**src/rtl/opc_pkg.sv**
```systemverilog
package opc_pkg;

  typedef enum logic {
    LAT_CLS_SHORT = 1'b0,
    LAT_CLS_LONG  = 1'b1
  } lat_cls_e;

  function automatic lat_cls_e op_class(input logic msb);
    return msb ? LAT_CLS_LONG : LAT_CLS_SHORT;
  endfunction

endpackage

```
**src/rtl/opc_entry.sv**
```systemverilog
module opc_entry #(
  parameter int NSRC  = 3,
  parameter int DW    = 32,
  parameter int OPW   = 6,
  parameter int TAGW  = 8,
  parameter int LANES = 16,
  parameter int AGEW  = 2,
  parameter int SLW   = 2
) (
  input  logic              clk,
  input  logic              rst_n,
  input  logic              alloc,
  input  logic [OPW-1:0]    a_op,
  input  logic [TAGW-1:0]   a_tag,
  input  logic [LANES-1:0]  a_mask,
  input  logic [NSRC-1:0]   a_need,
  input  logic              rsp_hit,
  input  logic [SLW-1:0]    rsp_slot,
  input  logic [DW-1:0]     rsp_data,
  input  logic              free_me,
  input  logic              other_alloc,
  input  logic              other_free,
  input  logic [AGEW-1:0]   free_age,
  output logic              vld,
  output logic              rdy,
  output logic [OPW-1:0]    op,
  output logic [TAGW-1:0]   tag,
  output logic [LANES-1:0]  mask,
  output logic [NSRC*DW-1:0] opnd,
  output logic [AGEW-1:0]   age
);

  logic [NSRC-1:0] need_q, got_q;
  logic [DW-1:0]   data_q [NSRC];
  logic [AGEW-1:0] age_n;

  // age counts the occupied entries allocated after this one
  always_comb begin
    age_n = age;
    if (other_alloc) age_n = age_n + AGEW'(1);
    if (other_free && (age > free_age)) age_n = age_n - AGEW'(1);
  end

  always_ff @(posedge clk) begin
    if (!rst_n) begin
      vld    <= 1'b0;
      need_q <= '0;
      got_q  <= '0;
      op     <= '0;
      tag    <= '0;
      mask   <= '0;
      age    <= '0;
      for (int k = 0; k < NSRC; k++) data_q[k] <= '0;
    end else if (alloc) begin
      vld    <= 1'b1;
      need_q <= a_need;
      got_q  <= '0;
      op     <= a_op;
      tag    <= a_tag;
      mask   <= a_mask;
      age    <= '0;
      for (int k = 0; k < NSRC; k++) data_q[k] <= '0;
    end else if (free_me) begin
      vld    <= 1'b0;
      need_q <= '0;
      got_q  <= '0;
    end else if (vld) begin
      age <= age_n;
      for (int k = 0; k < NSRC; k++) begin
        if (rsp_hit && (rsp_slot == SLW'(k))) begin
          got_q[k]  <= 1'b1;
          data_q[k] <= rsp_data;
        end
      end
    end
  end

  assign rdy = vld && ((got_q & need_q) == need_q);

  for (genvar k = 0; k < NSRC; k++) begin : g_opnd
    assign opnd[k*DW +: DW] = data_q[k];
  end

  // a response lands only on an occupied entry and is remembered
  a_r3_hit_on_valid: assert property (@(posedge clk) disable iff (!rst_n)
    rsp_hit |-> vld);
  a_r3_slot_latched: assert property (@(posedge clk) disable iff (!rst_n)
    (rsp_hit && vld && !free_me && !alloc) |=> got_q[$past(rsp_slot)]);
  // acceptance frees the entry in the next state
  a_r8_free_clears: assert property (@(posedge clk) disable iff (!rst_n)
    (free_me && !alloc) |=> !vld);

endmodule

```
**src/rtl/opc_pick.sv**
```systemverilog
module opc_pick #(
  parameter int NE   = 4,
  parameter int AGEW = 2,
  parameter int EW   = 2
) (
  input  logic [NE-1:0]           cand,
  input  logic [NE-1:0][AGEW-1:0] age,
  output logic                    any,
  output logic [EW-1:0]           idx
);

  logic [AGEW-1:0] best;

  always_comb begin
    any  = 1'b0;
    idx  = '0;
    best = '0;
    for (int i = 0; i < NE; i++) begin
      if (cand[i] && (!any || (age[i] > best))) begin
        any  = 1'b1;
        idx  = EW'(i);
        best = age[i];
      end
    end
  end

endmodule

```
**src/rtl/opc_wbres.sv**
```systemverilog
module opc_wbres #(
  parameter int MAXL = 3,
  parameter int LW   = 2
) (
  input  logic          clk,
  input  logic          rst_n,
  input  logic          fire,
  input  logic [LW-1:0] fire_lat,
  output logic [MAXL:0] busy
);

  logic [MAXL:0] tmp;

  // bit k set: a result reaches the writeback port k cycles from now
  always_comb begin
    tmp = busy;
    if (fire) tmp[fire_lat] = 1'b1;
  end

  always_ff @(posedge clk) begin
    if (!rst_n) busy <= '0;
    else        busy <= tmp >> 1;
  end

  // an accepted operation never claims an occupied writeback slot
  a_r10_slot_free: assert property (@(posedge clk) disable iff (!rst_n)
    fire |-> !busy[fire_lat]);

endmodule

```
**src/rtl/opc_top.sv**
```systemverilog
module opc_top
  import opc_pkg::*;
#(
  parameter int NUM_ENT   = 4,
  parameter int NUM_SRC   = 3,
  parameter int DATA_W    = 32,
  parameter int OP_W      = 6,
  parameter int TAG_W     = 8,
  parameter int LANES     = 16,
  parameter int REG_W     = 6,
  parameter int LAT_SHORT = 1,
  parameter int LAT_LONG  = 3,
  localparam int EW   = (NUM_ENT > 1) ? $clog2(NUM_ENT) : 1,
  localparam int SLW  = (NUM_SRC > 1) ? $clog2(NUM_SRC) : 1,
  localparam int CNTW = $clog2(NUM_SRC + 1)
) (
  input  logic                      clk,
  input  logic                      rst_n,
  input  logic                      iss_valid,
  output logic                      iss_ready,
  input  logic [OP_W-1:0]           iss_op,
  input  logic [TAG_W-1:0]          iss_tag,
  input  logic [LANES-1:0]          iss_mask,
  input  logic [CNTW-1:0]           iss_nsrc,
  input  logic [NUM_SRC*REG_W-1:0]  iss_src,
  output logic                      rreq_valid,
  output logic [EW-1:0]             rreq_ent,
  output logic [CNTW-1:0]           rreq_cnt,
  output logic [NUM_SRC*REG_W-1:0]  rreq_regs,
  input  logic                      rsp_valid,
  input  logic [EW-1:0]             rsp_ent,
  input  logic [SLW-1:0]            rsp_slot,
  input  logic [DATA_W-1:0]         rsp_data,
  output logic                      dsp_valid,
  input  logic                      dsp_ready,
  output logic [EW-1:0]             dsp_ent,
  output logic [OP_W-1:0]           dsp_op,
  output logic [TAG_W-1:0]          dsp_tag,
  output logic [LANES-1:0]          dsp_mask,
  output logic [NUM_SRC*DATA_W-1:0] dsp_opnd
);

  localparam int AGEW = EW;
  localparam int MAXL = (LAT_LONG > LAT_SHORT) ? LAT_LONG : LAT_SHORT;
  localparam int LW   = $clog2(MAXL + 1);

  logic [NUM_ENT-1:0]                     ent_vld, ent_rdy, cand;
  logic [NUM_ENT-1:0][OP_W-1:0]           ent_op;
  logic [NUM_ENT-1:0][TAG_W-1:0]          ent_tag;
  logic [NUM_ENT-1:0][LANES-1:0]          ent_mask;
  logic [NUM_ENT-1:0][NUM_SRC*DATA_W-1:0] ent_opnd;
  logic [NUM_ENT-1:0][AGEW-1:0]           ent_age;
  logic [NUM_ENT-1:0][LW-1:0]             ent_lat;

  logic [EW-1:0]      free_idx, st_idx;
  logic               st_any, byp_ok, fire, st_fire, byp_fire, iss_fire, alloc_store;
  logic [NUM_SRC-1:0] iss_need;
  logic [LW-1:0]      iss_lat, dsp_lat;
  logic [MAXL:0]      busy;

  function automatic logic [LW-1:0] lat_of(input logic [OP_W-1:0] o);
    return (op_class(o[OP_W-1]) == LAT_CLS_LONG) ? LW'(LAT_LONG) : LW'(LAT_SHORT);
  endfunction

  // lowest-numbered free entry
  always_comb begin
    free_idx = '0;
    for (int i = NUM_ENT - 1; i >= 0; i--) begin
      if (!ent_vld[i]) free_idx = EW'(i);
    end
  end

  always_comb begin
    for (int k = 0; k < NUM_SRC; k++) iss_need[k] = (CNTW'(k) < iss_nsrc);
  end

  assign iss_ready = ~&ent_vld;
  assign iss_fire  = iss_valid && iss_ready;
  assign iss_lat   = lat_of(iss_op);

  assign rreq_valid = iss_fire && (iss_nsrc != '0);
  assign rreq_ent   = free_idx;
  assign rreq_cnt   = iss_nsrc;
  assign rreq_regs  = iss_src;

  for (genvar g = 0; g < NUM_ENT; g++) begin : g_ent
    logic alloc_g, free_g;
    assign alloc_g = alloc_store && (free_idx == EW'(g));
    assign free_g  = st_fire && (st_idx == EW'(g));

    opc_entry #(
      .NSRC(NUM_SRC), .DW(DATA_W), .OPW(OP_W), .TAGW(TAG_W),
      .LANES(LANES), .AGEW(AGEW), .SLW(SLW)
    ) u_ent (
      .clk        (clk),
      .rst_n      (rst_n),
      .alloc      (alloc_g),
      .a_op       (iss_op),
      .a_tag      (iss_tag),
      .a_mask     (iss_mask),
      .a_need     (iss_need),
      .rsp_hit    (rsp_valid && (rsp_ent == EW'(g))),
      .rsp_slot   (rsp_slot),
      .rsp_data   (rsp_data),
      .free_me    (free_g),
      .other_alloc(alloc_store && !alloc_g),
      .other_free (st_fire && !free_g),
      .free_age   (ent_age[st_idx]),
      .vld        (ent_vld[g]),
      .rdy        (ent_rdy[g]),
      .op         (ent_op[g]),
      .tag        (ent_tag[g]),
      .mask       (ent_mask[g]),
      .opnd       (ent_opnd[g]),
      .age        (ent_age[g])
    );

    assign ent_lat[g] = lat_of(ent_op[g]);
    assign cand[g]    = ent_rdy[g] && !busy[ent_lat[g]];
  end

  opc_pick #(.NE(NUM_ENT), .AGEW(AGEW), .EW(EW)) u_pick (
    .cand(cand),
    .age (ent_age),
    .any (st_any),
    .idx (st_idx)
  );

  // zero-operand bypass straight from the issue port
  assign byp_ok    = iss_fire && (iss_nsrc == '0) && !busy[iss_lat] && !st_any;
  assign dsp_valid = st_any || byp_ok;
  assign fire      = dsp_valid && dsp_ready;
  assign st_fire   = fire && st_any;
  assign byp_fire  = fire && !st_any;
  assign alloc_store = iss_fire && !byp_fire;

  always_comb begin
    if (st_any) begin
      dsp_ent  = st_idx;
      dsp_op   = ent_op[st_idx];
      dsp_tag  = ent_tag[st_idx];
      dsp_mask = ent_mask[st_idx];
      dsp_opnd = ent_opnd[st_idx];
    end else begin
      dsp_ent  = free_idx;
      dsp_op   = iss_op;
      dsp_tag  = iss_tag;
      dsp_mask = iss_mask;
      dsp_opnd = '0;
    end
  end
  assign dsp_lat = lat_of(dsp_op);

  opc_wbres #(.MAXL(MAXL), .LW(LW)) u_wb (
    .clk     (clk),
    .rst_n   (rst_n),
    .fire    (fire),
    .fire_lat(dsp_lat),
    .busy    (busy)
  );

  // a full pool issues no read request
  a_r7_full_no_read: assert property (@(posedge clk) disable iff (!rst_n)
    (iss_valid && !iss_ready) |-> !rreq_valid);
  // allocation targets an unoccupied entry
  a_r2_alloc_free: assert property (@(posedge clk) disable iff (!rst_n)
    alloc_store |-> !ent_vld[free_idx]);
  // a stored entry is offered only when it holds all operands
  a_r4_offer_ready: assert property (@(posedge clk) disable iff (!rst_n)
    (dsp_valid && st_any) |-> ent_rdy[dsp_ent]);
  // an accepted stored entry is gone the next cycle
  a_r8_gone_after: assert property (@(posedge clk) disable iff (!rst_n)
    st_fire |=> !ent_vld[$past(st_idx)]);
  // offered operation never clashes at writeback
  a_r10_offer_clear: assert property (@(posedge clk) disable iff (!rst_n)
    dsp_valid |-> !busy[dsp_lat]);

endmodule

```
**config.mk**
```make
export PLATFORM = sky130hd
export DESIGN_NAME = opc_top
export DESIGN_NICKNAME = d
export VERILOG_FILES = /design/src/rtl/opc_pkg.sv /design/src/rtl/opc_entry.sv /design/src/rtl/opc_pick.sv /design/src/rtl/opc_wbres.sv /design/src/rtl/opc_top.sv
export SDC_FILE = /design/constraint.sdc
export NUM_CORES = 1
export LEC_CHECK = 0
export ABC_AREA = 1
export ABC_CLOCK_PERIOD_IN_PS = 8800
export BUFFER_PORTS_ARGS = -buffer_cell sky130_fd_sc_hd__clkbuf_2
export CORE_MARGIN = 5
export CORE_UTILIZATION = 35
export DETAILED_ROUTE_END_ITERATION = 16
export PLACE_DENSITY = 0.53
export SKIP_CTS_REPAIR_TIMING = 1
export SKIP_LAST_GASP = 1
export SYNTH_ARGS = -nofsm -noshare
export SYNTH_HDL_FRONTEND = slang
export SYNTH_SLANG_ARGS = --single-unit
```
**constraint.sdc**
```tcl
create_clock -name clk -period 8.8 [get_ports clk]
set_input_delay 1.32 -clock clk [delete_from_list [all_inputs] [get_ports clk]]
set_output_delay 1.32 -clock clk [all_outputs]
set_load 0.02 [all_outputs]
```
### Word level (Yosys, flattened, before mapping)

Memories as Yosys holds them, arrays and structs flattened.
Index checks and enable logic that the tools add are counted.

| operators by class | value |
|---|---|
| $add $sub $neg | 8 |
| magnitude comparators | 18 |
| eq/ne operators | 15 |
| multiplexer cells | 187 |
| bitwise gates (word level) | 34 |
| reduce and logical (&&, ||, !) cells | 115 |

Operators with widths:

| cell | number |
|---|---|
| two-way mux 32 bit | 24 |
| binary-select mux 96 bit (select 2 bit) | 1 |
| two-way mux 96 bit | 2 |
| two-way mux 1 bit | 110 |
| logical AND 1 bit | 57 |
| two-way mux 2 bit | 25 |
| binary-select mux 16 bit (select 2 bit) | 1 |
| two-way mux 16 bit | 2 |
| AND reduction 2 bit | 16 |
| two-way mux 3 bit | 8 |
| OR 1 bit | 24 |
| < comparator 2 x 3 -> 1 bit (second input constant) | 7 |
| zero test 1 bit | 19 |
| binary-select mux 8 bit (select 2 bit) | 1 |
| two-way mux 8 bit | 2 |
| == test 2 bit (second input constant) | 7 |
| greater-than comparator 2 bit | 7 |
| bitwise AND 3 bit | 4 |
| binary-select mux 6 bit (select 2 bit) | 1 |
| == test 3 bit | 4 |
| two-way mux 6 bit | 2 |
| OR reduction 3 bit | 4 |
| binary-select mux 1 bit (select 2 bit) | 5 |
| zero test 2 bit | 5 |
| 15 further kinds | 39 |

| storage, ports and cells | value |
|---|---|
| flip-flop bits (word level) | 160 |
| RAM bits | 384 |
| memories kept | 4 |

Memory list:

| name | words | bits a word | rd ports | clocked after memory_dff | wr ports | RTL line | text |
|---|---|---|---|---|---|---|---|
| g_ent[0].u_ent.data_q | 3 | 32 | 3 | 0 | 3 | opc_entry.sv:34 | `logic [DW-1:0] data_q [NSRC];` |
| g_ent[1].u_ent.data_q | 3 | 32 | 3 | 0 | 3 | opc_entry.sv:34 |  |
| g_ent[2].u_ent.data_q | 3 | 32 | 3 | 0 | 3 | opc_entry.sv:34 |  |
| g_ent[3].u_ent.data_q | 3 | 32 | 3 | 0 | 3 | opc_entry.sv:34 |  |

### Depth between registers and ports, before layout

Gate-level depths: netlist (run 1).

| logic depth | value |
|---|---|
| depth in word-level cells | 32 |
| depth in mapped cells | 47 |

### By module

From an unflattened synthesis (run 1), not the netlist that was laid out.

| second synthesis, totals | value |
|---|---|
| cell total of the unflattened synthesis | 2,409 |
| area, all modules | 23,745.3 µm² |

Modules (own cells, without submodules):

| module | instances | cells each | area each (µm²) |
|---|---|---|---|
| opc_entry | 4 | 365 | 4,777.1 |
| opc_top | 1 | 882 | 4,244.1 |
| opc_pick | 1 | 51 | 274.0 |
| opc_wbres | 1 | 16 | 118.9 |

### Worst setup path before layout (run 1)

Ideal clock, no wire load.

| path | value |
|---|---|
| path type | register -> register |
| from | register g_ent[0].u_ent.vld |
| to | memory g_ent[0].u_ent.data_q[1][0] (netlist: g_ent[0].u_ent.data_q[0][32]) (enable) |
| arrival | 5,932 ps |
| slack | 2,402 ps |
| cell stages (with the launch flop) | 33 |
| buffers on the path | 0 |
| period minus slack after synthesis | 6,398 ps |
| cell sequence | dfxtp_1 nand2_1 nor2_1 nand2_1 nor2_1 inv_1 ha_1 inv_1 nor2_1 o21ai_0 nand3_1 nand2_1 nand2_1 o21ai_0 ha_1 inv_1 nor2_1 o21ai_0 nand2_1 nand2_1 inv_1 o21a_1 ha_1 inv_1 nor2_1 o21ai_0 nand2_1 nand2_2 nand2_1 inv_2 nand2_2 nor2_2 o21ai_0 |

RTL lines:

| item | RTL line | text |
|---|---|---|
| from (decl) | opc_entry.sv:24 | `output logic vld,` |
| from (signal assigned) | opc_entry.sv:46 | `vld <= 1'b0;` |
| from (signal assigned) | opc_entry.sv:55 | `vld <= 1'b1;` |
| from (signal assigned) | opc_entry.sv:64 | `vld <= 1'b0;` |
| to (decl) | opc_entry.sv:34 |  |

### Final worst setup path (run 1)

| path | value |
|---|---|
| from | register g_ent[0].u_ent.vld |
| to | output dsp_opnd[91] |

| on the way | value |
|---|---|
| longest elaborated chain between the ends | 18 |

Ends and longest elaborated chain:

| item | RTL line | text |
|---|---|---|
| logical AND 1 bit * | opc_entry.sv:78 | `assign rdy = vld && ((got_q & need_q) == need_q);` |
| logical AND 1 bit * | opc_top.sv:119 | `assign cand[g] = ent_rdy[g] && !busy[ent_lat[g]];` |
| two-way mux 2 bit or two-way mux 1 bit (tied branches) | opc_pick.sv:19 | `if (cand[i] && (!any \|\| (age[i] > best))) begin` |
| greater-than comparator 2 bit or zero test 1 bit (tied branches) | opc_pick.sv:19 |  |
| logical OR 1 bit | opc_pick.sv:19 |  |
| logical AND 1 bit | opc_pick.sv:19 |  |
| two-way mux 2 bit or two-way mux 1 bit (tied branches) | opc_pick.sv:19 |  |
| greater-than comparator 2 bit or zero test 1 bit (tied branches) | opc_pick.sv:19 |  |
| [... 2 more ...] | - |  |
| two-way mux 2 bit or two-way mux 1 bit (tied branches) | opc_pick.sv:19 |  |
| greater-than comparator 2 bit or zero test 1 bit (tied branches) | opc_pick.sv:19 |  |
| logical OR 1 bit | opc_pick.sv:19 |  |
| logical AND 1 bit | opc_pick.sv:19 |  |
| two-way mux 2 bit | opc_pick.sv:19 |  |
| binary-select mux 96 bit (select 2 bit) | opc_top.sv:143 | `dsp_opnd = ent_opnd[st_idx];` |
| two-way mux 96 bit (implied by the code) | opc_top.sv:143 |  |
| two-way mux 96 bit * | opc_top.sv:138 | `if (st_any) begin` |
| to (decl) | opc_top.sv:40 | `output logic [NUM_SRC*DATA_W-1:0] dsp_opnd` |

Mark *: on every way between the ends. The rest lies on a longest branch, timed or not. The select of a mux whose other input is x is not followed.

==> summary by stage, run 1 <==
Final layout
The total area of sequential cells is 14700 um2. The number of diodes added for antenna fixing is 0. The number of nets in the finished design is 2372.

The footprint of the multi-input gates is 6330 um2. From synthesis to final layout, the design area changed by 16.4%. The fraction of layout instances using a drive strength above 1 is 16.0%. The number of filler instances in the final layout is approximately 6200. The number of cells in the finished layout apart from fillers is 3163. The final standard cell utilization of the core is roughly two fifths.

Drt
Dividing the detail-routed via count by the number of cells gives 5.26. After detailed routing, the number of remaining DRC violations is 0. Across all layers, the routed design uses 16700 vias. The number of iterations in the first detailed-routing pass is 6. For this block, the initial DRC count from the detailed router was 1608. The total wire length is 69.0 mm. Once detail routing completed, the nets flagged for antenna violations numbered 0.

The average wire per cell in the routed design is between 20 and 25 um.

STA
The worst-case clock skew is 0.0400 ns. The setup total negative slack is 0 ns. The highest clock rate is 127 MHz.

The final number of max-transition violations is 0. The share of the cycle needed by the critical path after routing is 89.3%. The worst slew slack as a fraction of its limit is 28.6%.

The hold violation count in the final report is 0. Setup repair after global routing left no endpoint under its margin. At the pin with the least slew margin, the transition time is 1.07 ns. The final count of negative-setup-slack endpoints is 0. The worst path needs 7.86 ns of the cycle, external delays included.

Clock tree
The H-tree was split into 2 levels. TritonCTS created slightly below 60 clock buffers. The number of clock sinks is roughly 540. TritonCTS built the clock tree. The clock root buffer is clkbuf_16. The clock-pin slew on the worst setup and hold paths is ~0.060 ns.

The buffer depth of the longest clock path is 3. The clock insertion delay at the later pin of the skew report is 0.62 ns.

Synth
For this run, asynchronously set or reset flops after synthesis account for 0%. The number of nets in the synthesized netlist is 2211. After technology mapping, the gate count stands at 2110. Counting instances in the post-synthesis netlist gives the leading cell types as edfxtp_1 (384), nor2_1 (346), nand2_1 (335). The number of unique standard cell types used by synthesis is 38.

The most common cell in the synthesized netlist is edfxtp_1. Synthesis inferred around 540 register bits. The mux share of post-synthesis cell area is 0%. After synthesis, the largest family of logic cells by area is compound AO/OA/AOI/OAI gates. The synthesized-area fraction occupied by ao, oa, aoi and oai cells is approximately 14%. The post-synth design cell area is 22300 um2. Each instance of the synthesized netlist takes up on average between 10 and 15 um2.

In this run the biggest area consumer among cell types represents 51.7% of the synthesized area. After Yosys synthesis, XOR and XNOR cells account for 0.0785% of the synthesized area. In the synthesized netlist the dominant register cell turns out to be edfxtp_1. The Yosys step of the flow raised 0 warnings.

Counting flops with a built-in enable in the synthesized netlist gives about 380. Of the total synthesized cell area, the portion taken by full adders, half adders and majority gates is less than 1%. By area the synthesized netlist is led by edfxtp_1 (52%), dfxtp_1 (14%), nor2_1 (5.8%).

The biggest area consumer among synthesized cells is edfxtp_1. The sequential element share of the synthesized area is around two thirds. After Yosys synthesis, and, or, nand and nor cells account for 13.1% of the synthesized area.

Critical path
STA puts the critical path data arrival time at 6.54 ns. The type of the setup path with the least slack is reg -> out. The launching element type of the critical path is a flip-flop. The largest incremental delay on the critical path is 0.48 ns. In this run the worst path has a maximum fanout of 40.

The cell count of the worst reg-to-reg path is 35. The worst register-to-register path begins at g_ent[0].u_ent.vld$_SDFFE_PN0P_. The most frequent cell on the critical path is nand2_1. The slowest stage of the critical path is the inv_4 cell.

The worst setup path startpoint is g_ent[0].u_ent.vld$_SDFFE_PN0P_. For the worst setup path, the data required time is roughly 7.5 ns. The worst setup path is captured at a primary output.

Worst hold path
The critical hold path startpoint is g_ent[3].u_ent.op[0]$_SDFFE_PN0P_. The cell depth of the worst min-delay path is 2. The kind of path behind the tightest hold check is reg -> reg.

Floorplanning
For this configuration, the core starts out at a cell density of 35.4%. The floorplan has 92 rows. The vertical die dimension is 262 um. The die covers between 60000 and 70000 um2. The horizontal die dimension is 262 um. The area inside the core boundary is ~63000 um2. ~240 I/O pins were placed.

Global routing
Entering global routing, the biggest net connects 96 pins. The via count of the first global-routing pass is 16900. Global routing used 19.3% of the available tracks.

The number of antenna violations at the first check in global routing was 2. The global-route wire length before repair is 104 mm. The leftover overflow at the end of global routing is 0.

Power
The completed layout was analyzed and its total power is 5.92 mW. The worst-case IR drop observed on VDD is 0.000169 V. Internal power comes to between 4 and 5 mW. In this run the power density over the cells is around 230 nW/um2. The clock network accounts for 39.7% of the total power. The share of total power dissipated in combinational logic is 11.3%.

In this run the power spent charging and discharging nets is 1.54 mW. Net switching is 26.0% of the power. The sequential cell fraction of total power is 48.9%.

The cell leakage power is around 9.9 nW.

Placed design
The HPWL after detailed placement is 42.0 mm. The congestion estimate from routability-driven global placement came to 0.848. In this run the tool buffered the top-level ports with 207 buffer cells. The total instance count after detailed placement is 3057.

Outcome
The flow ran to the end, and the final reports show no timing, DRC or antenna violations.

Job
The count of max-cap constraint violations is 0.
final cells by class:
cell class | count | area share (%)
clock inverter | 22 | 0.742
tap | 846 | 4.08
inverter | 191 | 2.78
timing repair buffer | 240 | 5.09
clock buffer | 84 | 6.35
sequential | 542 | 56.6
multi-input combinational | 1238 | 24.4
flip-flops by register name (all words and copies together), names as in the netlist:
name                count
g_ent.u_ent.op         24
g_ent.u_ent.got_q      12
g_ent.u_ent.tag        32
g_ent.u_ent.mask       64
g_ent.u_ent.need_q     12
u_wb.busy               2
g_ent.u_ent.data_q    384
g_ent.u_ent.age         8
g_ent.u_ent.vld         4
routing by layer:
metal  wire (um)  vias to the layer above  GRT usage (%)
met5          25                        -              0
met4        1480                        4           4.95
met3        4620                      108           3.31
met2       33300                      599           32.5
met1       29600                     8247           26.0
li1            -                     7692              -
critical path: cells and delay by family (launching register included):
kind / cells / cell delay, ns
compound gates: 6 / 1.02
fa+ha+maj: 3 / 0.87
buf+inv: 9 / 1.57
flops: 1 / 0.46
simple gates: 17 / 2.00
cells by family (layout without fill, tap and decap cells):
| group | count (synthesis) | after routing |
|---|---|---|
| AOI/OAI and AO/OA | 492 | 492 |
| xor gates and xnor gates | 2 | 2 |
| adders and majority gates | 10 | 10 |
| buffers and inverters | 330 | 537 |
| DFF | 542 | 542 |
| and+or+nand+nor | 734 | 734 |
power by group through the flow:
stage                     sequential (mW)  clock [mW]  combinational, mW
after floorplan                      2.94           0              0.414
after global placement               2.95           0              0.669
after detailed placement             2.95           0              0.675
after CTS                            2.90        2.40              0.677
after global routing                 2.91        2.50              0.725
final                                2.90        2.35              0.671
path summary, 6_finish.rpt:
kind / to / slack, ns
setup / recovery: dsp_opnd[91] / 0.94
setup reg to reg: g_ent[3].u_ent.data_q[0][77]$_DFFE_PP_ / 2.10
hold / removal: g_ent[3].u_ent.op[0]$_SDFFE_PN0P_ / 0.45
hold reg to reg: g_ent[3].u_ent.op[0]$_SDFFE_PN0P_ / 0.45
per-stage QoR:
stage | hold slack [ns] | worst slack (ns) | cell area (um2)
2_1_floorplan | 0.390 | 2.40 | 22300
6_report | 0.452 | 0.942 | 26000
3_5_place_dp | 0.446 | 1.59 | 24100
3_3_place_gp | 0.439 | 1.65 | 24100
5_1_grt | 0.465 | 0.365 | 26000
4_1_cts | 0.455 | 0.909 | 26000
layout by cell type (no fill, tap or decap), types with 3 or more instances in the layout:
cell,netlist,routed
edfxtp_1,384,384
nor2_1,346,345
nand2_1,335,327
clkbuf_2,0,207
inv_1,176,176
dfxtp_1,158,158
a21oi_1,134,134
o21ai_0,123,119
a221oi_1,66,66
a22o_1,65,65
clkbuf_16,0,58
a41oi_1,31,31
a31oi_1,31,31
o22ai_1,30,30
buf_4,24,30
nand3_1,29,29
clkbuf_1,75,16
nand2_2,5,13
inv_2,14,12
ha_1,10,10
clkbuf_8,0,10
clkinv_2,0,9
clkinv_1,1,9
nor2_4,4,5
nor2_2,4,4
o21ai_4,0,4
o21ai_1,3,3
nand4_1,3,3
nand4_2,3,3
buf_12,0,3
No activity file was read; power rests on OpenSTA's default activity.
==> inputs of run 2 (changes only) <==
--- a/config.mk
+++ b/config.mk
@@ -6,14 +6,13 @@
 export NUM_CORES = 1
 export LEC_CHECK = 0
 export ABC_AREA = 1
-export ABC_CLOCK_PERIOD_IN_PS = 8800
+export ABC_CLOCK_PERIOD_IN_PS = 9500
 export BUFFER_PORTS_ARGS = -buffer_cell sky130_fd_sc_hd__clkbuf_2
 export CORE_MARGIN = 5
 export CORE_UTILIZATION = 35
 export DETAILED_ROUTE_END_ITERATION = 16
 export PLACE_DENSITY = 0.53
 export SKIP_CTS_REPAIR_TIMING = 1
-export SKIP_LAST_GASP = 1
 export SYNTH_ARGS = -nofsm -noshare
 export SYNTH_HDL_FRONTEND = slang
 export SYNTH_SLANG_ARGS = --single-unit
==> constraint.sdc (replaced) <==
create_clock -name clk -period 9.5 [get_ports clk]
set_input_delay 1.425 -clock clk [delete_from_list [all_inputs] [get_ports clk]]
set_output_delay 1.425 -clock clk [all_outputs]
set_load 0.02 [all_outputs]
==> run 2 against run 1 <==
Worst hold slack got worse by 0.0084 ns; via count fell by 0.56%; critical path depth decreased by 1; routed wire length fell by 0.57%; non-clock buffer count unchanged; cell count about the same; global-route usage about the same; register-to-register slack improved by 0.31 ns; sequential share of layout area shrank 0.20 points; die area is the same; utilization increased by 0.15 points; critical path type unchanged; critical endpoint is now dsp_opnd[23]; largest power group unchanged; highest routed layer unchanged.
==> summary by stage, run 2 (synthesis gave the netlist of run 1 again) <==
Outcome
The flow ran to the end, and the final reports show no timing, DRC or antenna violations.

Clock tree
The CTS tree is done. The number of clock sinks is 542. The buffer depth of the longest clock path is 3. After clock tree synthesis, the clock-pin slew on the worst setup and hold paths is 0.06 ns.

The clock insertion delay at the later pin of the skew report is 0.63 ns. The number of buffers created by CTS is 57. The cell sitting at the root of the clock tree is a clkbuf_16.

The number of levels the H-tree was split into is 2.

Critical path
The slowest stage of the critical path is the buf_4 cell. The critical path is of the reg -> out type. The largest incremental delay on the critical path is roughly 0.66 ns. The launching element type of the critical path is a flip-flop. The maximum net fanout on the critical path is 62. At the worst endpoint, the arrival time is 7.17 ns. The kind of cell adding the most delay to the critical path is simple AND/OR/NAND/NOR gates. The required arrival time at the worst endpoint is 8.08 ns.

The critical path contains buffers and inverters numbering 9 combined. STA classifies the critical path endpoint as a primary output. The number of cells on the worst reg-to-reg path is 35.

The critical path crosses 34 cells after its start point. Counting stages on the worst path, the most repeated cell is nand2_1.

Drt
The remaining antenna violation count is 0. The detailed router finished its first iteration with 1448 violations. The average wire per cell in the routed design is about 22 um. The post-detailed-route DRC marker count is 0. In the routed layout, each cell is associated on average with a via count of approximately 5.2.

The number of iterations in the first detailed-routing pass is 5. The total wire length is 68.6 mm. For this block, the via count after detailed routing is 16600.

STA
In the final timing run, aggregate negative setup slack is 0 ns. Setup repair after global routing left no endpoint under its margin. The time the final worst path needs with I/O delays and setup is 8.59 ns. The final count of negative-setup-slack endpoints is 0. The final number of max-transition violations is 0. The worst-case clock skew is 0.0477 ns.

The share of the cycle needed by the critical path after routing is 90.5%. For the pin with the worst max-slew slack, the measured transition is 1.17 ns. The highest clock rate is approximately 120 MHz. The hold violation count in the final report is 0. Headroom to the max-slew limit came out at roughly 22%.

Floorplanning
The number of placed I/O pins is 244. Measured along the x axis, the die boundary spans 262 um. The die covers around 69000 um2.

The starting utilization of the core area is 35.4%. The vertical die dimension is between 200 and 300 um. The area inside the core boundary is 63100 um2.

The site row count is 92.

Final layout
The number of nets in the finished design is 2371. The flip-flop count of the largest register, all copies and words added is about 380. Cells with a size suffix above 1 make up between 10% and 20% of the layout. Relative to the synthesized area, the layout overhead comes to 16.8%. The most common cell after layout, fill and taps aside is edfxtp_1. Ranked by flip-flop count, first place goes to g_ent.u_ent.data_q.

The top cell types in the final layout, fill and taps aside, are edfxtp_1 (384), nor2_1 (345), nand2_1 (327). The cell area after layout is 26100 um2. The number of cells in the finished layout apart from fillers is 3164.

The largest registers in the layout are g_ent.u_ent.data_q x384, g_ent.u_ent.mask x64, g_ent.u_ent.tag x32. The number of antenna diodes in the final layout is 0.

Global routing
The number of antenna violations at the first check in global routing is 4. In the global route stage, met3 resource usage came out at 3.54%. The global routing stage identified its most utilized layer as met2. The via count of the first global-routing pass is 16800.

For this run, global-route usage on met1 was measured as 25.6%. Global routing used ~19% of the available tracks. The first global-routing pass estimated 104 mm of wire. Entering global routing, the biggest net connects 84 pins.

The met2 track demand over resource in global routing is 32.5%. After global routing the overflow that remains totals 0.

Placed design
The detailed-placement wirelength estimate is 41.1 mm. The total instance count after detailed placement is roughly 3000. The number of buffer cells added on primary ports is 207.

Routability-driven placement finished with a final weighted congestion of 0.874. The placed instances occupy a cell area of 24100 um2.

Power
Across the VDD grid, the largest voltage drop is 0.000142 V. Power spread over the standard cell area amounts to 214 nW/um2. Summed over all cells, the static leakage comes to about 10 nW.

Job
The count of max-cap constraint violations is 0.

Worst hold path
The cell depth of the worst min-delay path is 2. The kind of path behind the tightest hold check is reg -> reg.
[run 2: layout make-up]
| class | instances | area, um2 |
|---|---|---|
| flip-flops and latches | 542 | 14700 |
| fillers | 6188 | 37000 |
| multi-input cells | 1238 | 6330 |
| clock buffers | 77 | 1580 |
| repair buffers | 240 | 1320 |
| well taps | 846 | 1060 |
| inverters | 191 | 721 |
| clock inverters | 30 | 350 |
[run 2: per-layer routing]
layer | wire [um] | part of all wire [%] | vias up
li1 | - | - | 7700
met1 | 29600 | 43 | 8174
met2 | 32900 | 48 | 565
met3 | 4430 | 6.5 | 111
met4 | 1660 | 2.4 | 6
met5 | 45 | 0.066 | -
[run 2: worst paths after layout]
kind                                   startpoint                                      to  slack (ns)
setup reg to reg  g_ent[0].u_ent.vld$_SDFFE_PN0P_  g_ent[3].u_ent.data_q[0][37]$_DFFE_PP_        2.41
hold / removal            u_wb.busy[2]$_SDFF_PN0_                 u_wb.busy[1]$_SDFF_PN0_        0.44
setup / recovery  g_ent[0].u_ent.vld$_SDFFE_PN0P_                            dsp_opnd[23]        0.91
hold reg to reg           u_wb.busy[2]$_SDFF_PN0_                 u_wb.busy[1]$_SDFF_PN0_        0.44
[run 2: power by group]
group | leakage, nW | switching (mW) | total (mW) | internal (mW)
sequential | 5.32 | 0.0386 | 2.68 | 2.64
combinational | 3.71 | 0.465 | 0.623 | 0.158
clock | 0.944 | 0.945 | 2.28 | 1.34
[run 2: metrics by stage]
step	utilization, %	setup WS (ns)	power [mW]	hold WS, ns
global placement	38.2	1.69	3.35	0.439
detailed placement	38.2	1.59	3.36	0.422
finish	41.3	0.906	5.59	0.443
global route	41.3	0.266	5.79	0.470
CTS	41.3	0.891	5.64	0.443
floorplan	-	3.10	3.11	0.390
[run 2: tightest hold or removal path, delay by kind of cell, from the launching register on]
family                 cells  cell delay (ns)
and+or+nand+nor            1             0.05
DFF                        1             0.31
buffers and inverters      1             0.06
==> inputs of run 3 (changes only) <==
--- a/config.mk
+++ b/config.mk
@@ -9,9 +9,9 @@
 export ABC_CLOCK_PERIOD_IN_PS = 9500
 export BUFFER_PORTS_ARGS = -buffer_cell sky130_fd_sc_hd__clkbuf_2
 export CORE_MARGIN = 5
-export CORE_UTILIZATION = 35
+export CORE_UTILIZATION = 55
 export DETAILED_ROUTE_END_ITERATION = 16
-export PLACE_DENSITY = 0.53
+export PLACE_DENSITY = 0.76
 export SKIP_CTS_REPAIR_TIMING = 1
 export SYNTH_ARGS = -nofsm -noshare
 export SYNTH_HDL_FRONTEND = slang
==> constraint.sdc (replaced) <==
create_clock -name clk -period 9.5 [get_ports clk]
set_input_delay 1.9 -clock clk [delete_from_list [all_inputs] [get_ports clk]]
set_output_delay 1.9 -clock clk [all_outputs]
set_load 0.02 [all_outputs]
==> run 3 against run 2 <==
Flip-flop and latch count unchanged; die area decreased by 35%; largest cell class unchanged; maximum frequency decreased by 3.5%; cell count decreased by 11%; clock power decreased by 14%; clock-buffer cell count decreased by 1; via count increased by 2.1%; critical endpoint is now dsp_opnd[76]; power decreased by 5.8%; combinational power decreased by 3%; clock skew decreased by 0.035 ns; routed wire length decreased by 10%; critical path depth increased by 1; critical path type unchanged.
==> summary by stage, run 3 (synthesis gave the netlist of run 1 again) <==
Outcome
The flow ran to the end, and the final reports show no timing, DRC or antenna violations.

Critical path
The beginning of the worst register-to-register path is g_ent[0].u_ent.vld$_SDFFE_PN0P_. The slowest stage of the critical path is the inv_4 cell. Setup slack on the worst reg-to-reg path comes out at ~2.4 ns. The timing endpoint of the critical path is dsp_opnd[76]. In this run the worst path has a maximum fanout of 63.

The largest incremental delay on the critical path is 0.64 ns. The most critical setup path has its startpoint at g_ent[0].u_ent.vld$_SDFFE_PN0P_. At the worst endpoint, the required time is 7.60 ns. The capture point of the worst reg-to-reg path is g_ent[2].u_ent.age[1]$_SDFFE_PP0P_. At the worst endpoint, the arrival time is 7.01 ns. The launching element type of the critical path is a flip-flop. Counting stages on the worst path, the most repeated cell is nand2_1. The worst setup path is captured at a primary output. The type of the setup path with the least slack is reg -> out. The worst register-to-register path has a depth of 42. The critical path depth in cells is 35. The kind of cell adding the most delay to the critical path is simple AND/OR/NAND/NOR gates.

The worst path buffer plus inverter count is 9.

Final layout
The fraction of layout instances using a drive strength above 1 is 15.1%. The total area of sequential cells is 14700 um2. Compared with the post-synthesis result, the final layout area differs by 13.2%. The most common cell after layout, fill and taps aside is edfxtp_1. The register with the most flip-flops is g_ent.u_ent.data_q. The largest registers in the layout are g_ent.u_ent.data_q x384, g_ent.u_ent.mask x64, g_ent.u_ent.tag x32. The number of filler instances in the final layout is 3088. Summing all multi-input logic gate instances after layout gives between 6000 and 7000 um2. The final standard cell utilization of the core is between 60% and 70%. The flip-flop count of the largest register, all copies and words added is 384.

The number of nets in the finished design is ~2400. The library cells used most frequently in the layout, excluding fill and tap cells, are edfxtp_1 (384), nor2_1 (345), nand2_1 (327). The cell area after layout is 25300 um2.

Drt
The total wire length is 61.7 mm. The count of nets left with antenna violations once routing finished came out at 0. The number of vias after detailed routing is 16900. Dividing the detail-routed wire length by the instance count gives 21.9 um.

For this run, design rule violations remaining after detail routing come to 0. The number of iterations in the first detailed-routing pass is 6. Using the TritonRoute via totals, the vias-per-cell ratio works out to 5.99. The first-iteration detailed-routing DRC count is slightly above 2000.

STA
The hold violation count in the final report is 0. Setup repair after global routing left no endpoint under its margin. The worst path in the final design needs a cycle of 8.91 ns, including I/O delays and setup. The transition time at the pin with the least slew margin is between 1 and 1.5 ns.

For this run, the top clock speed supported by timing is 112 MHz. The setup total negative slack is 0 ns. The worst-case clock skew is 0.0131 ns. The final number of max-transition violations is 0. Setup violations remaining at the end of the flow were counted as 0. The share of the cycle needed by the critical path after routing is between 90 and 100%.

The worst slew slack as a fraction of its limit is 19.5%.

Floorplanning
The area inside the core boundary is 39900 um2. The number of placed I/O pins is approximately 240. The horizontal die dimension is between 200 and 250 um.

The die outline area is about 45000 um2. The site row count is 73. Measured along the y axis, the die boundary spans 211 um.

For this configuration, the core starts out at a cell density of between 50% and 60%.

Global routing
The first global-routing pass estimated 94.2 mm of wire. The via count of the first global-routing pass was between 15000 and 20000. The largest net degree at the start of global routing is 101. After global routing the overflow that remains totals 0. The number of antenna violations at the first check in global routing is 3.

Global routing used 27.0% of the available tracks.

Placed design
Summed over all nets, the half-perimeter wirelength after detailed placement is 36.7 mm. In this run the tool buffered the top-level ports with 207 buffer cells. The weighted congestion reported at the end of routability-driven placement is 0.934. The cell area after placement is between 20000 and 25000 um2.

Power
The cell leakage power is 9.76 nW. In this run the power density over the cells is 208 nW/um2. The power consumption is 5.26 mW.

The worst ir drop on vdd is 0.000168 V.

Clock tree
CTS built an H-tree with a depth of 2. The cell sitting at the root of the clock tree is a clkbuf_16. The clock insertion delay at the later pin of the skew report is 0.60 ns. The longest clock path from root to sink contains 3 buffers. The clock-pin slew on the worst setup and hold paths is 0.06 ns.

The number of buffers created by CTS is 52. TritonCTS built the clock tree. The tree built by TritonCTS fans out to 542 sinks.

Worst hold path
The kind of path behind the tightest hold check is reg -> reg.

Job
Max-cap violations in this run came to 0.
==> run 3: cell count changes in the layout (fill, tap and decap cells not counted), sizes merged <==
cell      previous run  this run
inv                190       191
buf                 33        22
clkinv              22        15
clkinvlp             3         0
diode                0         2
clkbuf             284       283
bufinv               6         2
==> run 3: layout make-up <==
| cell class | instances | area share (%) |
|---|---|---|
| multi-input combinational | 1238 | 25.1 |
| sequential | 542 | 58.2 |
| timing repair buffer | 229 | 4.90 |
| tap | 525 | 2.60 |
| antenna | 2 | 0.0198 |
| clock buffer | 76 | 5.71 |
| clock inverter | 17 | 0.590 |
| inverter | 191 | 2.85 |
==> run 3: worst min path at each step <==
stage	start	to	slack, ns	depth (start not counted)
2_1_floorplan	u_wb.busy[2]$_SDFF_PN0_	u_wb.busy[1]$_SDFF_PN0_	0.39	2
3_3_place_gp	g_ent[0].u_ent.got_q[0]$_SDFFE_PP0P_	g_ent[0].u_ent.got_q[0]$_SDFFE_PP0P_	0.44	2
3_5_place_dp	u_wb.busy[2]$_SDFF_PN0_	u_wb.busy[1]$_SDFF_PN0_	0.42	2
4_1_cts	u_wb.busy[2]$_SDFF_PN0_	u_wb.busy[1]$_SDFF_PN0_	0.44	2
5_1_grt	u_wb.busy[2]$_SDFF_PN0_	u_wb.busy[1]$_SDFF_PN0_	0.47	2
6_report	u_wb.busy[2]$_SDFF_PN0_	u_wb.busy[1]$_SDFF_PN0_	0.45	2
==> run 3: metal layers <==
layer	vias up	GRT usage, %	share of wire, %
li1	7649	-	-
met1	8162	37.0	40
met2	927	43.7	47
met3	157	4.95	9.5
met4	2	9.48	3.4
met5	-	0	0.032
==> run 3: power breakdown <==
| group | internal (mW) | switching (mW) | leakage (nW) |
|---|---|---|---|
| clock | 1.11 | 0.864 | 0.782 |
| sequential | 2.64 | 0.0406 | 5.32 |
| combinational | 0.156 | 0.450 | 3.66 |
==> run 3: worst reg2reg max path: cells and delay by family, from the launching register on <==
family | cells | cell delay [ns]
adder cells (fa/ha/maj) | 4 | 1.16
AND/OR/NAND/NOR | 21 | 3.11
AO/OA/AOI/OAI | 8 | 1.03
flip-flops | 1 | 0.48
buffers and inverters | 9 | 1.18
==> run 3: per-stage QoR <==
step                hold slack [ns]  instances  setup slack [ns]
detailed placement            0.425       2725              1.33
finish                        0.446       2820             0.592
global placement              0.438       2725              1.48
global route                  0.472       2820            0.0927
floorplan                     0.390       2110              3.10
CTS                           0.442       2818             0.660
